===== src/rtl/fdiv_pkg.sv =====
package fdiv_pkg;
  // default field widths of the programming inputs
  localparam int unsigned MAIN_W_DEF = 9;
  localparam int unsigned SWAL_W_DEF = 4;
  localparam int unsigned REF_W_DEF  = 6;
  // low modulus of the dual-modulus stage (the high modulus is one more)
  localparam int unsigned PRE_LO_DEF = 10;
  // reset synchronizer depth
  localparam int unsigned SYNC_STAGES_DEF = 2;
endpackage


===== src/rtl/fdiv_rst_sync.sv =====
module fdiv_rst_sync #(
  parameter int unsigned STAGES = 2
) (
  input  logic clk,
  input  logic arst_n,
  output logic srst_n
);
  logic [STAGES-1:0] sh_q;
  logic [STAGES-1:0] sh_d;

  always_comb begin
    sh_d = {sh_q[STAGES-2:0], 1'b1};
  end

  always_ff @(posedge clk or negedge arst_n) begin
    if (!arst_n) sh_q <= '0;
    else         sh_q <= sh_d;
  end

  assign srst_n = sh_q[STAGES-1];
endmodule


===== src/rtl/fdiv_main_chain.sv =====
module fdiv_main_chain #(
  parameter int unsigned M_W    = 9,
  parameter int unsigned A_W    = 4,
  parameter int unsigned PRE_LO = 10
) (
  input  logic           clk,
  input  logic           rst_n,
  input  logic           load_i,
  input  logic [M_W-1:0] m_i,
  input  logic [A_W-1:0] a_i,
  input  logic           byp_i,
  output logic           fp_o,
  output logic           msel_o,
  output logic           reload_o
);
  localparam int unsigned PC_W = $clog2(PRE_LO + 1);
  localparam logic [PC_W-1:0] TOP_SLOW = PC_W'(PRE_LO);      // 11 clocks
  localparam logic [PC_W-1:0] TOP_FAST = PC_W'(PRE_LO - 1);  // 10 clocks

  logic [PC_W-1:0] pre_q,  pre_d;
  logic [M_W-1:0]  main_q, main_d;
  logic [A_W-1:0]  swal_q, swal_d, swal_dec;
  logic            byp_q,  byp_d;
  logic            fp_q,   fp_d;
  logic            pre_tc, end_tc, reload, cnt_en;

  assign pre_tc   = byp_q | (pre_q == '0);
  assign end_tc   = pre_tc & (main_q == '0);
  assign reload   = load_i | end_tc;
  assign cnt_en   = reload | pre_tc;
  assign swal_dec = (swal_q != '0) ? (swal_q - A_W'(1)) : swal_q;

  always_comb begin
    pre_d  = pre_q;
    main_d = main_q;
    swal_d = swal_q;
    byp_d  = byp_q;
    if (reload) begin
      main_d = m_i;
      swal_d = a_i;
      byp_d  = byp_i;
      pre_d  = (a_i != '0) ? TOP_SLOW : TOP_FAST;
    end else if (pre_tc) begin
      main_d = main_q - M_W'(1);
      swal_d = swal_dec;
      pre_d  = (swal_dec != '0) ? TOP_SLOW : TOP_FAST;
    end else begin
      pre_d  = pre_q - PC_W'(1);
    end
    fp_d = end_tc & ~load_i;
  end

  always_ff @(posedge clk or negedge rst_n) begin
    if (!rst_n) begin
      pre_q <= '0;
      fp_q  <= 1'b0;
    end else begin
      pre_q <= pre_d;
      fp_q  <= fp_d;
    end
  end

  always_ff @(posedge clk or negedge rst_n) begin
    if (!rst_n) begin
      main_q <= '0;
      swal_q <= '0;
      byp_q  <= 1'b0;
    end else if (cnt_en) begin
      main_q <= main_d;
      swal_q <= swal_d;
      byp_q  <= byp_d;
    end
  end

  assign fp_o     = fp_q;
  assign msel_o   = (swal_q != '0) & ~byp_q;
  assign reload_o = reload;
endmodule


===== src/rtl/fdiv_ref_div.sv =====
module fdiv_ref_div #(
  parameter int unsigned R_W = 6
) (
  input  logic           clk,
  input  logic           rst_n,
  input  logic           load_i,
  input  logic [R_W-1:0] r_i,
  input  logic           strobe_i,
  output logic           fc_o
);
  logic [R_W-1:0] cnt_q, cnt_d;
  logic           fc_q,  fc_d;
  logic           cnt_en;

  assign cnt_en = load_i | strobe_i;

  always_comb begin
    cnt_d = cnt_q;
    fc_d  = 1'b0;
    if (load_i) begin
      cnt_d = r_i;
    end else if (strobe_i) begin
      if (cnt_q == '0) begin
        cnt_d = r_i;
        fc_d  = 1'b1;
      end else begin
        cnt_d = cnt_q - R_W'(1);
      end
    end
  end

  always_ff @(posedge clk or negedge rst_n) begin
    if (!rst_n) fc_q <= 1'b0;
    else        fc_q <= fc_d;
  end

  always_ff @(posedge clk or negedge rst_n) begin
    if (!rst_n)      cnt_q <= '0;
    else if (cnt_en) cnt_q <= cnt_d;
  end

  assign fc_o = fc_q;
endmodule


===== src/rtl/fdiv_chain.sv =====
module fdiv_chain
  import fdiv_pkg::*;
#(
  parameter int unsigned M_W    = MAIN_W_DEF,
  parameter int unsigned A_W    = SWAL_W_DEF,
  parameter int unsigned R_W    = REF_W_DEF,
  parameter int unsigned PRE_LO = PRE_LO_DEF,
  parameter int unsigned SYNC_N = SYNC_STAGES_DEF
) (
  input  logic           clk,
  input  logic           rst_n,
  input  logic [M_W-1:0] m_val,
  input  logic [A_W-1:0] a_val,
  input  logic [R_W-1:0] r_val,
  input  logic           pre_bypass,
  input  logic           load_now,
  input  logic           pwr_dn,
  input  logic           ref_in,
  output logic           fp,
  output logic           fc,
  output logic           msel
);
  logic core_rst_n;
  logic run_q;
  logic force_load;
  logic chain_reload;

  fdiv_rst_sync #(.STAGES(SYNC_N)) u_sync (
    .clk    (clk),
    .arst_n (rst_n),
    .srst_n (core_rst_n)
  );

  // first edge out of reset behaves as a load of the programming inputs
  always_ff @(posedge clk or negedge core_rst_n) begin
    if (!core_rst_n) run_q <= 1'b0;
    else             run_q <= 1'b1;
  end

  assign force_load = ~run_q | load_now | pwr_dn;

  fdiv_main_chain #(.M_W(M_W), .A_W(A_W), .PRE_LO(PRE_LO)) u_main (
    .clk      (clk),
    .rst_n    (core_rst_n),
    .load_i   (force_load),
    .m_i      (m_val),
    .a_i      (a_val),
    .byp_i    (pre_bypass),
    .fp_o     (fp),
    .msel_o   (msel),
    .reload_o (chain_reload)
  );

  fdiv_ref_div #(.R_W(R_W)) u_ref (
    .clk      (clk),
    .rst_n    (core_rst_n),
    .load_i   (force_load),
    .r_i      (r_val),
    .strobe_i (ref_in),
    .fc_o     (fc)
  );
endmodule


===== config.mk =====
export PLATFORM = sky130hd
export DESIGN_NAME = fdiv_chain
export DESIGN_NICKNAME = d
export VERILOG_FILES = /design/src/rtl/fdiv_pkg.sv /design/src/rtl/fdiv_rst_sync.sv /design/src/rtl/fdiv_main_chain.sv /design/src/rtl/fdiv_ref_div.sv /design/src/rtl/fdiv_chain.sv
export SDC_FILE = /design/constraint.sdc
export NUM_CORES = 1
export LEC_CHECK = 0
export CAP_MARGIN = 20
export CORE_MARGIN = 2
export CORE_UTILIZATION = 40
export DETAILED_ROUTE_END_ITERATION = 7
export HOLD_SLACK_MARGIN = 0.15
export PLACE_DENSITY = 0.66
export SYNTH_ARGS = -nofsm -noshare
export SYNTH_HDL_FRONTEND = slang
export SYNTH_SLANG_ARGS = --single-unit

===== constraint.sdc =====
create_clock -name clk -period 1.2 [get_ports clk]
set_input_delay 0.24 -clock clk [delete_from_list [all_inputs] [get_ports clk]]
set_output_delay 0.24 -clock clk [all_outputs]
set_load 0.05 [all_outputs]

==> summary.txt, run 1 <==
Finish
  – Diode count: 0
  – Final core occ: 83.4%
  – Final nets: between 300 and 400
  – # fillers: 188
  – Area of the multi-input gates: roughly 0.0013 sq mm
  – Register area: 726 sq um
  – Layout area overhead: 101%
  – Layout cells sized above 1: 58.1%

Synthesis
  – Cell taking the most area after synthesis: dfrtp_1
  – Synth Cell Area: 0.00166 sq mm
  – Synthesized instance count: 183
  – Yosys top cell area share: 43.6%
  – Area contributors post-synth: dfrtp_1, o21ai_0, a21oi_1
  – Post-synthesis sequential area ratio: between 40% and 50%
  – Synthesis-stage register bit count: 29
  – Primary FF master, synth: dfrtp_1
  – EDFF count, synth: 0
  – Most frequent cell after synthesis: dfrtp_1
  – Yosys Warn Count: 0
  – Distinct cells, synth: 43
  – Ys async rst share: 100%
  – Most common library cells after synthesis: dfrtp_1, nor2_1, o21ai_0, a21oi_1, nand2_1
  – Avg Inst Size Synth: 9.09 sq um

Power
  – Leak pwr: ~1.4 nW
  – Pwr dens: ~890 mW/mm^2
  – Power, Total: between 0.002 and 0.003 W
  – Worst IR Drop VDD: 1020 uV

Outcome
  – Failing checks: negative setup slack
  – Status: finished with violations

Setup path
  – Worst Path Max Fanout: 5
  – Critical path's most frequent cell: buf_6
  – Startpoint Class: flop
  – Slowest cell on crit path: dfrtp_1
  – CP Cell Sequence: inv_2 -> ha_4 -> nor3b_4 -> buf_6 -> a31o_4 -> buf_6 -> nor2_1 -> a211oi_2 -> a21oi_1
  – Worst path required time: 1360 ps
  – Critical Path Stages: 9
  – WS Path Type: flop to flop
  – Crit-path leading delay family: compound AO/OA/AOI/OAI gates
  – R2R depth: 9
  – CP Capture Type: flop
  – Crit path buf inv count: 3
  – Max incr delay on CP: roughly 400 ps
  – Crit path DAT: 2080 ps

STA
  – Tmin final: 1920 ps
  – Post-route setup slack: -720 ps
  – F_max: 0.521 GHz
  – Final Hold Vio Count: 0
  – Tcrit/Tclk final: 160%
  – Final Setup Violations: 27
  – RSZ-0062 raised after global routing: true
  – Worst Skew: 7.51 ps
  – Final setup TNS: -14670 ps
  – Max-slew violation count: 0

Placed design
  – Port Buffers: 27
  – RD Place Congestion: 0.870
  – Post-DP HPWL: 3.57 mm

Clock network
  – Clock sinks: 29
  – H-tree depth: 2
  – Clock-pin slew on the worst setup and hold paths: 60 ps
  – Clock tree buffer depth: 2
  – CTS tree: built
  – Num CTS Buffers: 5
  – Root Driver: clkbuf_8
  – Skew-Pair Late Insertion Delay: 290 ps

Drt
  – WL/cell: 20.0 um
  – Initial drt markers: 239
  – Total wire length: between 7 and 8 mm
  – Post-DRT Antenna Nets: 0
  – Vias: 2085
  – Vias per inst: roughly 5.8
  – 1st-pass router iterations: 4
  – DRC Markers: 0

GRT
  – Initial antenna violation count: 0
  – Largest net degree at the start of global routing: 28
  – Total track usage: between 20% and 30%
  – Total gr overflow: 0
  – Vias in the first global route: 1993
  – First-pass GRT wire length: a little over 9 mm

Floorplanning
  – Core area: 0.00400 sq mm
  – FP Rows: 23
  – IO Pins: 28
  – Die area: 0.00469 sq mm
  – Height of the die: 68.5 um
  – Initial Utilization: 41.6%
  – Die width: 68.5 um

Worst hold path
  – Worst hold path type: flop to asynchronous set/reset pin

Flow run
  – # Max-Cap Violations: 0
-- metal layers --
| layer | global-route usage, % | part of all wire (%) | up-vias |
|---|---|---|---|
| met1 | 33.5 | 40 | 1040 |
| met5 | 0 | 0 | - |
| met4 | 10.8 | 3.8 | 0 |
| met2 | 45.8 | 51 | 89 |
| met3 | 4.93 | 5.2 | 30 |
| li1 | - | - | 926 |
-- cell families after synthesis --
kind of cell / after synthesis / share of synthesized area [%]
compound gates: 58 / 22.7
xor+xnor: 3 / 1.58
fa+ha+maj: 6 / 4.51
buf+inv: 16 / 4.59
flops: 29 / 43.6
other cells: 1 / 0.226
simple gates: 70 / 22.7
-- stage by stage --
step                hold slack (ps)  setup WS (ps)  cells  cell area (sq um)
CTS                             260           -631    343               3000
detailed placement              256           -895    318               2550
global route                    284           -774    360               3340
global placement                250           -854    318               2550
floorplan                     -55.6           -597    184               1760
finish                          240           -720    360               3340
-- placed cells by master, fill, tap and decap left out, drive strengths merged, types with 4 or more instances in the layout --
| cell | Yosys | final |
|---|---|---|
| nor2 | 19 | 19 |
| ha | 6 | 6 |
| inv | 11 | 11 |
| buf | 3 | 98 |
| a21oi | 15 | 15 |
| clkbuf | 2 | 6 |
| nor3 | 6 | 6 |
| or4 | 4 | 4 |
| a31oi | 4 | 4 |
| dfrtp | 29 | 29 |
| nor3b | 5 | 5 |
| o21ai | 18 | 18 |
| nand2b | 5 | 5 |
| nor4 | 6 | 6 |
| nand2 | 13 | 13 |
| clkdlybuf4s50 | 0 | 22 |
-- area by class of cell --
cell class	count	share of cell area, %
sequential	29	21.7
timing repair buffer	123	33.5
clock inverter	2	0.300
clock buffer	6	2.17
multi-input combinational	139	39.2
tap	50	1.87
inverter	11	1.24
-- report_power, final --
| group | total [W] | internal, W | leakage, nW | switching [W] |
|---|---|---|---|---|
| Sequential | 0.00114 | 0.00105 | 0.344 | 0.0000817 |
| Combinational | 0.00104 | 0.000557 | 1.04 | 0.000487 |
| Clock | 0.000793 | 0.000401 | 0.0450 | 0.000392 |
| Total | 0.00297 | 0.00201 | 1.43 | 0.000961 |
-- registers in the layout, indices dropped and copies added, names as in the netlist, 2 cells and up --
signal	count
u_main.swal_q	4
u_main.pre_q	4
u_main.main_q	9
u_ref.cnt_q	6
u_sync.sh_q	2
-- timing repair --
| action | 4_1_cts | 5_1_grt |
|---|---|---|
| gates resized for setup | 62 | 58 |
| gates cloned | 2 | 0 |
| pin swaps | 12 | 17 |
| buffers inserted | 15 | 20 |
| endpoints found under the setup margin | 27 | 27 |
| endpoints found under the hold margin | 2 | 0 |
| hold buffers | 1 | 0 |
-- worst paths after layout --
kind | slack, ps | start | endpoint
worst max-delay path | -720 | u_main.main_q[1] | u_main.main_q[1]
worst min-delay path | 240 | u_sync.sh_q[1] | u_main.fp_o
worst max register to register | -720 | u_main.main_q[1] | u_main.main_q[1]
worst min register to register | 240 | u_sync.sh_q[1] | u_main.fp_o
max in group asynchronous | 380 | rst_n | u_sync.sh_q[1]
min in group clk | 360 | u_sync.sh_q[0] | u_sync.sh_q[1]
-- worst register-to-register path: stages (launching register included) --
cell and delay [ps]:
dfrtp_1 400, inv_2 80, ha_4 130, nor3b_4 330
buf_6 170, a31o_4 170, buf_6 130, nor2_1 70
a211oi_2 220, a21oi_1 100
No activity file was read; power rests on OpenSTA's default activity.
==> run 2, diff against run 1 <==
--- a/config.mk
+++ b/config.mk
@@ -11,6 +11,7 @@
 export DETAILED_ROUTE_END_ITERATION = 7
 export HOLD_SLACK_MARGIN = 0.15
 export PLACE_DENSITY = 0.66
+export SLEW_MARGIN = 10
 export SYNTH_ARGS = -nofsm -noshare
 export SYNTH_HDL_FRONTEND = slang
 export SYNTH_SLANG_ARGS = --single-unit
==> results of run 2 <==
Final layout, timing and power as in run 1 (identical DEF).
==> run 3, diff against run 2 <==
--- a/config.mk
+++ b/config.mk
@@ -7,10 +7,10 @@
 export LEC_CHECK = 0
 export CAP_MARGIN = 20
 export CORE_MARGIN = 2
-export CORE_UTILIZATION = 40
+export CORE_UTILIZATION = 47
 export DETAILED_ROUTE_END_ITERATION = 7
 export HOLD_SLACK_MARGIN = 0.15
-export PLACE_DENSITY = 0.66
+export PLACE_DENSITY = 0.76
 export SLEW_MARGIN = 10
 export SYNTH_ARGS = -nofsm -noshare
 export SYNTH_HDL_FRONTEND = slang
==> summary.txt, run 3 <==
Synthesis
  – Yosys Warn Count: 0 (unchanged)
  – Primary FF master, synth: dfrtp_1
  – Synthesized instance count: 183 (unchanged)
  – EDFF count, synth: 0 (unchanged)
  – Synth Cell Area: 0.00166 sq mm (unchanged)
  – Ys async rst share: 100% (unchanged)
  – Area contributors post-synth: dfrtp_1, o21ai_0, a21oi_1
  – Distinct cells, synth: 43 (unchanged)
  – Avg Inst Size Synth: 9.09 sq um (unchanged)
  – Cell taking the most area after synthesis: dfrtp_1
  – Post-synthesis sequential area ratio: 43.6% (unchanged)
  – Most common library cells after synthesis: dfrtp_1, nor2_1, o21ai_0, a21oi_1, nand2_1
  – Yosys top cell area share: 43.6% (unchanged)
  – Most frequent cell after synthesis: dfrtp_1
  – Synthesis-stage register bit count: 29 (unchanged)

Clock network
  – Num CTS Buffers: 5 (unchanged)
  – Clock tree buffer depth: 2 (unchanged)
  – Clock sinks: 29 (unchanged)
  – Root Driver: clkbuf_4
  – H-tree depth: 2 (unchanged)

Placed design
  – Post-DP HPWL: 3.74 mm (+4.5%)
  – # placed instances: 313 (-1.6%)
  – RD Place Congestion: 0.887 (+2.0%)
  – Port Buffers: 27 (unchanged)

GRT
  – Largest net degree at the start of global routing: 11
  – Total track usage: 77.2%
  – Total gr overflow: 83

Floorplanning
  – IO Pins: 28 (unchanged)
  – Height of the die: 63.5 um (-7.3%)
  – Initial Utilization: 49.4% (+7.9 points)
  – Die width: 63.5 um (-7.3%)
  – FP Rows: 21 (-8.7%)

Outcome
  – Status: stopped before the end
  – Stop Error: [ERROR GRT-0232] Routing congestion too high. Check the congestion heatmap in the GUI.
  – Stopped at: global routing (5_1_grt)

STA
  – Worst_ep grt: u_main.swal_q[0]$_DFFE_PN0P_/D
  – Worst EP Category: sequential cell input
run 3: cell counts after synthesis:
Identical to the previous run, type by type.
run 3: through the flow:
stage | hold WS [ps] | setup WS [ps] | setup TNS (ps) | area (sq um)
floorplan | -55.6 | -597 | -10090 | 1760
global placement | 145 | -819 | -16540 | 2520
detailed placement | 151 | -844 | -17760 | 2520
CTS | 157 | -645 | -12710 | 2910
run 3: cells by family after synthesis:
group,share of synthesized area [%]
AO/OA/AOI/OAI,22.7
XOR/XNOR,1.58
buffers and inverters,4.59
flip-flops,43.6
adder cells (fa/ha/maj),4.51
AND/OR/NAND/NOR,22.7
other,0.226
run 3: layer usage:
metal / GRT overflow / GRT usage [%]
met4: 42 / 91.0
met2: 40 / 95.5
met1: 1 / 77.1
met5: 0 / 0
met3: 0 / 53.4
run 3: what timing repair did:
| item | in CTS |
|---|---|
| cloned | 0 |
| endpoints found under the hold margin | 2 |
| gates resized for setup | 52 |
| hold buffers | 1 |
| setup buffers | 16 |
| endpoints found under the setup margin | 27 |
| pin swaps | 9 |
==> run 4, diff against run 3 <==
--- a/config.mk
+++ b/config.mk
@@ -7,10 +7,9 @@
 export LEC_CHECK = 0
 export CAP_MARGIN = 20
 export CORE_MARGIN = 2
-export CORE_UTILIZATION = 47
+export CORE_UTILIZATION = 40
 export DETAILED_ROUTE_END_ITERATION = 7
-export HOLD_SLACK_MARGIN = 0.15
-export PLACE_DENSITY = 0.76
+export PLACE_DENSITY_LB_ADDON = 0.15
 export SLEW_MARGIN = 10
 export SYNTH_ARGS = -nofsm -noshare
 export SYNTH_HDL_FRONTEND = slang
==> constraint.sdc (replaced) <==
create_clock -name clk -period 1.55 [get_ports clk]
set_input_delay 0.31 -clock clk [delete_from_list [all_inputs] [get_ports clk]]
set_output_delay 0.31 -clock clk [all_outputs]
set_load 0.05 [all_outputs]
==> summary.txt, run 4 (same netlist as run 1, synthesis figures left out) <==
GRT
  – Largest net degree at the start of global routing: 28
  – Vias in the first global route: 2038
  – Initial antenna violation count: 0
  – Total gr overflow: 0
  – First-pass GRT wire length: 9.60 mm
  – Total track usage: 28.8%

Clock network
  – Root Driver: clkbuf_8
  – Num CTS Buffers: 5 (unchanged)
  – Clock-pin slew on the worst setup and hold paths: 70 ps
  – Clock tree buffer depth: 2 (unchanged)
  – CTS tree: built
  – Skew-Pair Late Insertion Delay: 300 ps
  – H-tree depth: 2 (unchanged)
  – Clock sinks: 29 (unchanged)

Flow run
  – # Max-Cap Violations: 0

Finish
  – Layout area overhead: 106%
  – # fillers: 205
  – Register area: 726 sq um
  – Final nets: 338
  – Top reg by flops: u_main.main_q
  – Final core occ: 85.7%
  – Non-filler cells, final: about 360
  – Layout cells sized above 1: between 50 and 60%
  – Most frequent cells in the layout: buf_4, buf_6, dfrtp_1
  – Largest registers: u_main.main_q x9, u_ref.cnt_q x6
  – Diode count: 0
  – Area of the multi-input gates: 0.00135 sq mm
  – Commonest non-fill, non-tap cell in the layout: buf_4
  – Max reg flops: 9

Floorplanning
  – Die width: 68.5 um (+7.9%)
  – IO Pins: 28 (unchanged)
  – Core area: 0.00400 sq mm
  – FP Rows: 23 (+9.5%)
  – Height of the die: 68.5 um (+7.9%)
  – Initial Utilization: 41.6% (-7.9 points)
  – Die area: about 0.0047 sq mm

Setup path
  – Crit-path leading delay family: simple AND/OR/NAND/NOR gates
  – Crit path DAT: 2260 ps
  – Crit path buf inv count: 1
  – Max incr delay on CP: 510 ps
  – Slowest cell on crit path: or4_1
  – WS Path Type: flop to flop
  – Worst path required time: between 1500 and 2000 ps
  – CP Cell Sequence: buf_4 -> nor4b_1 -> a31oi_1 -> o21ai_2 -> nor2_2 -> or4_1
  – Worst Path Max Fanout: 4
  – CP Capture Type: flop
  – Startpoint Class: flop

Placed design
  – # placed instances: 322 (+2.9%)
  – RD Place Congestion: 0.883 (-0.48%)
  – Post-DP HPWL: 3.64 mm (-2.6%)
  – Port Buffers: 27 (unchanged)
  – Dpl ws: -580 ps (+264 ps)

STA
  – Tmin final: 2090 ps
  – RSZ-0062 raised after global routing: true
  – Final Hold Vio Count: 0
  – Final Setup Violations: 26
  – Worst slew pin tran: 516 ps
  – Hold slack: 157 ps
  – F_max: 0.479 GHz
  – Max-slew violation count: 0
  – Worst Skew: 6.36 ps
  – Post-route setup slack: -540 ps
  – Slew headroom: 65.1%
  – Tcrit/Tclk final: 135%

Drt
  – Vias per inst: around 5.7
  – Vias: 2047
  – Initial drt markers: 127
  – DRC Markers: 0
  – Post-DRT Antenna Nets: 0
  – Total wire length: 7.33 mm
  – 1st-pass router iterations: 4
  – WL/cell: roughly 20 um

Power
  – Pwr dens: 781 mW/mm^2
  – Power, Total: between 0.002 and 0.003 W
  – Leak pwr: 1.46 nW
  – Worst IR Drop VDD: 715 uV

Worst hold path
  – Worst hold path type: primary input to asynchronous set/reset pin

Outcome
  – Failing checks: negative setup slack
  – Status: finished with violations
run 4: final cells by class:
type | instances | share of cell area [%]
multi-input combinational | 139 | 39.5
timing repair buffer | 121 | 32.4
sequential | 29 | 21.2
clock buffer | 5 | 2.01
clock inverter | 3 | 1.90
tap | 50 | 1.83
inverter | 11 | 1.20
run 4: per-stage QoR:
step | instance area, sq um | TNS [ps]
floorplan | 1720 | -1860
global placement | 2510 | -9140
detailed placement | 2510 | -10410
CTS | 3130 | -4190
global route | 3430 | -6820
finish | 3430 | -5760
run 4: layer usage:
| metal | global-route usage, % | vias up | share of wire (%) | wire length (um) |
|---|---|---|---|---|
| met5 | 0 | - | 0 | 0 |
| met4 | 13.3 | 0 | 5.4 | 396 |
| met3 | 7.40 | 33 | 4.7 | 341 |
| met2 | 52.2 | 74 | 51 | 3740 |
| met1 | 31.0 | 1012 | 39 | 2860 |
| li1 | - | 928 | - | - |
run 4: report_power, final:
part / switching, W / leakage, nW / internal (W)
Sequential: 0.0000650 / 0.344 / 0.000815
Combinational: 0.000375 / 1.05 / 0.000443
Clock: 0.000342 / 0.0681 / 0.000639
Total: 0.000781 / 1.46 / 0.00190
run 4: worst reg2reg max path, cell delays in order, from the launching register on:
cell	delay [ps]
dfrtp_1	410
buf_4	170
nor4b_1	510
a31oi_1	120
o21ai_2	170
nor2_2	60
or4_1	510
run 4: final timing paths:
path	from	endpoint	slack [ps]	cells past startpoint
worst max-delay path	u_main.swal_q[0]	u_main.pre_q[1]	-540	6
min in group clk	u_sync.sh_q[0]	u_sync.sh_q[1]	370	0
worst max register to register	u_main.swal_q[0]	u_main.pre_q[1]	-540	6
worst min-delay path	rst_n	u_sync.sh_q[0]	160	1
max in group asynchronous	u_sync.sh_q[1]	u_main.pre_q[1]	1020	1
worst min register to register	u_sync.sh_q[1]	u_main.main_q[4]	250	1
run 4: timing repair:
action,in CTS,in global routing
gates resized for setup,86,48
endpoints found under the setup margin,26,26
endpoints found under the hold margin,0,0
pin swaps,23,23
hold buffers,0,0
setup buffers,19,14
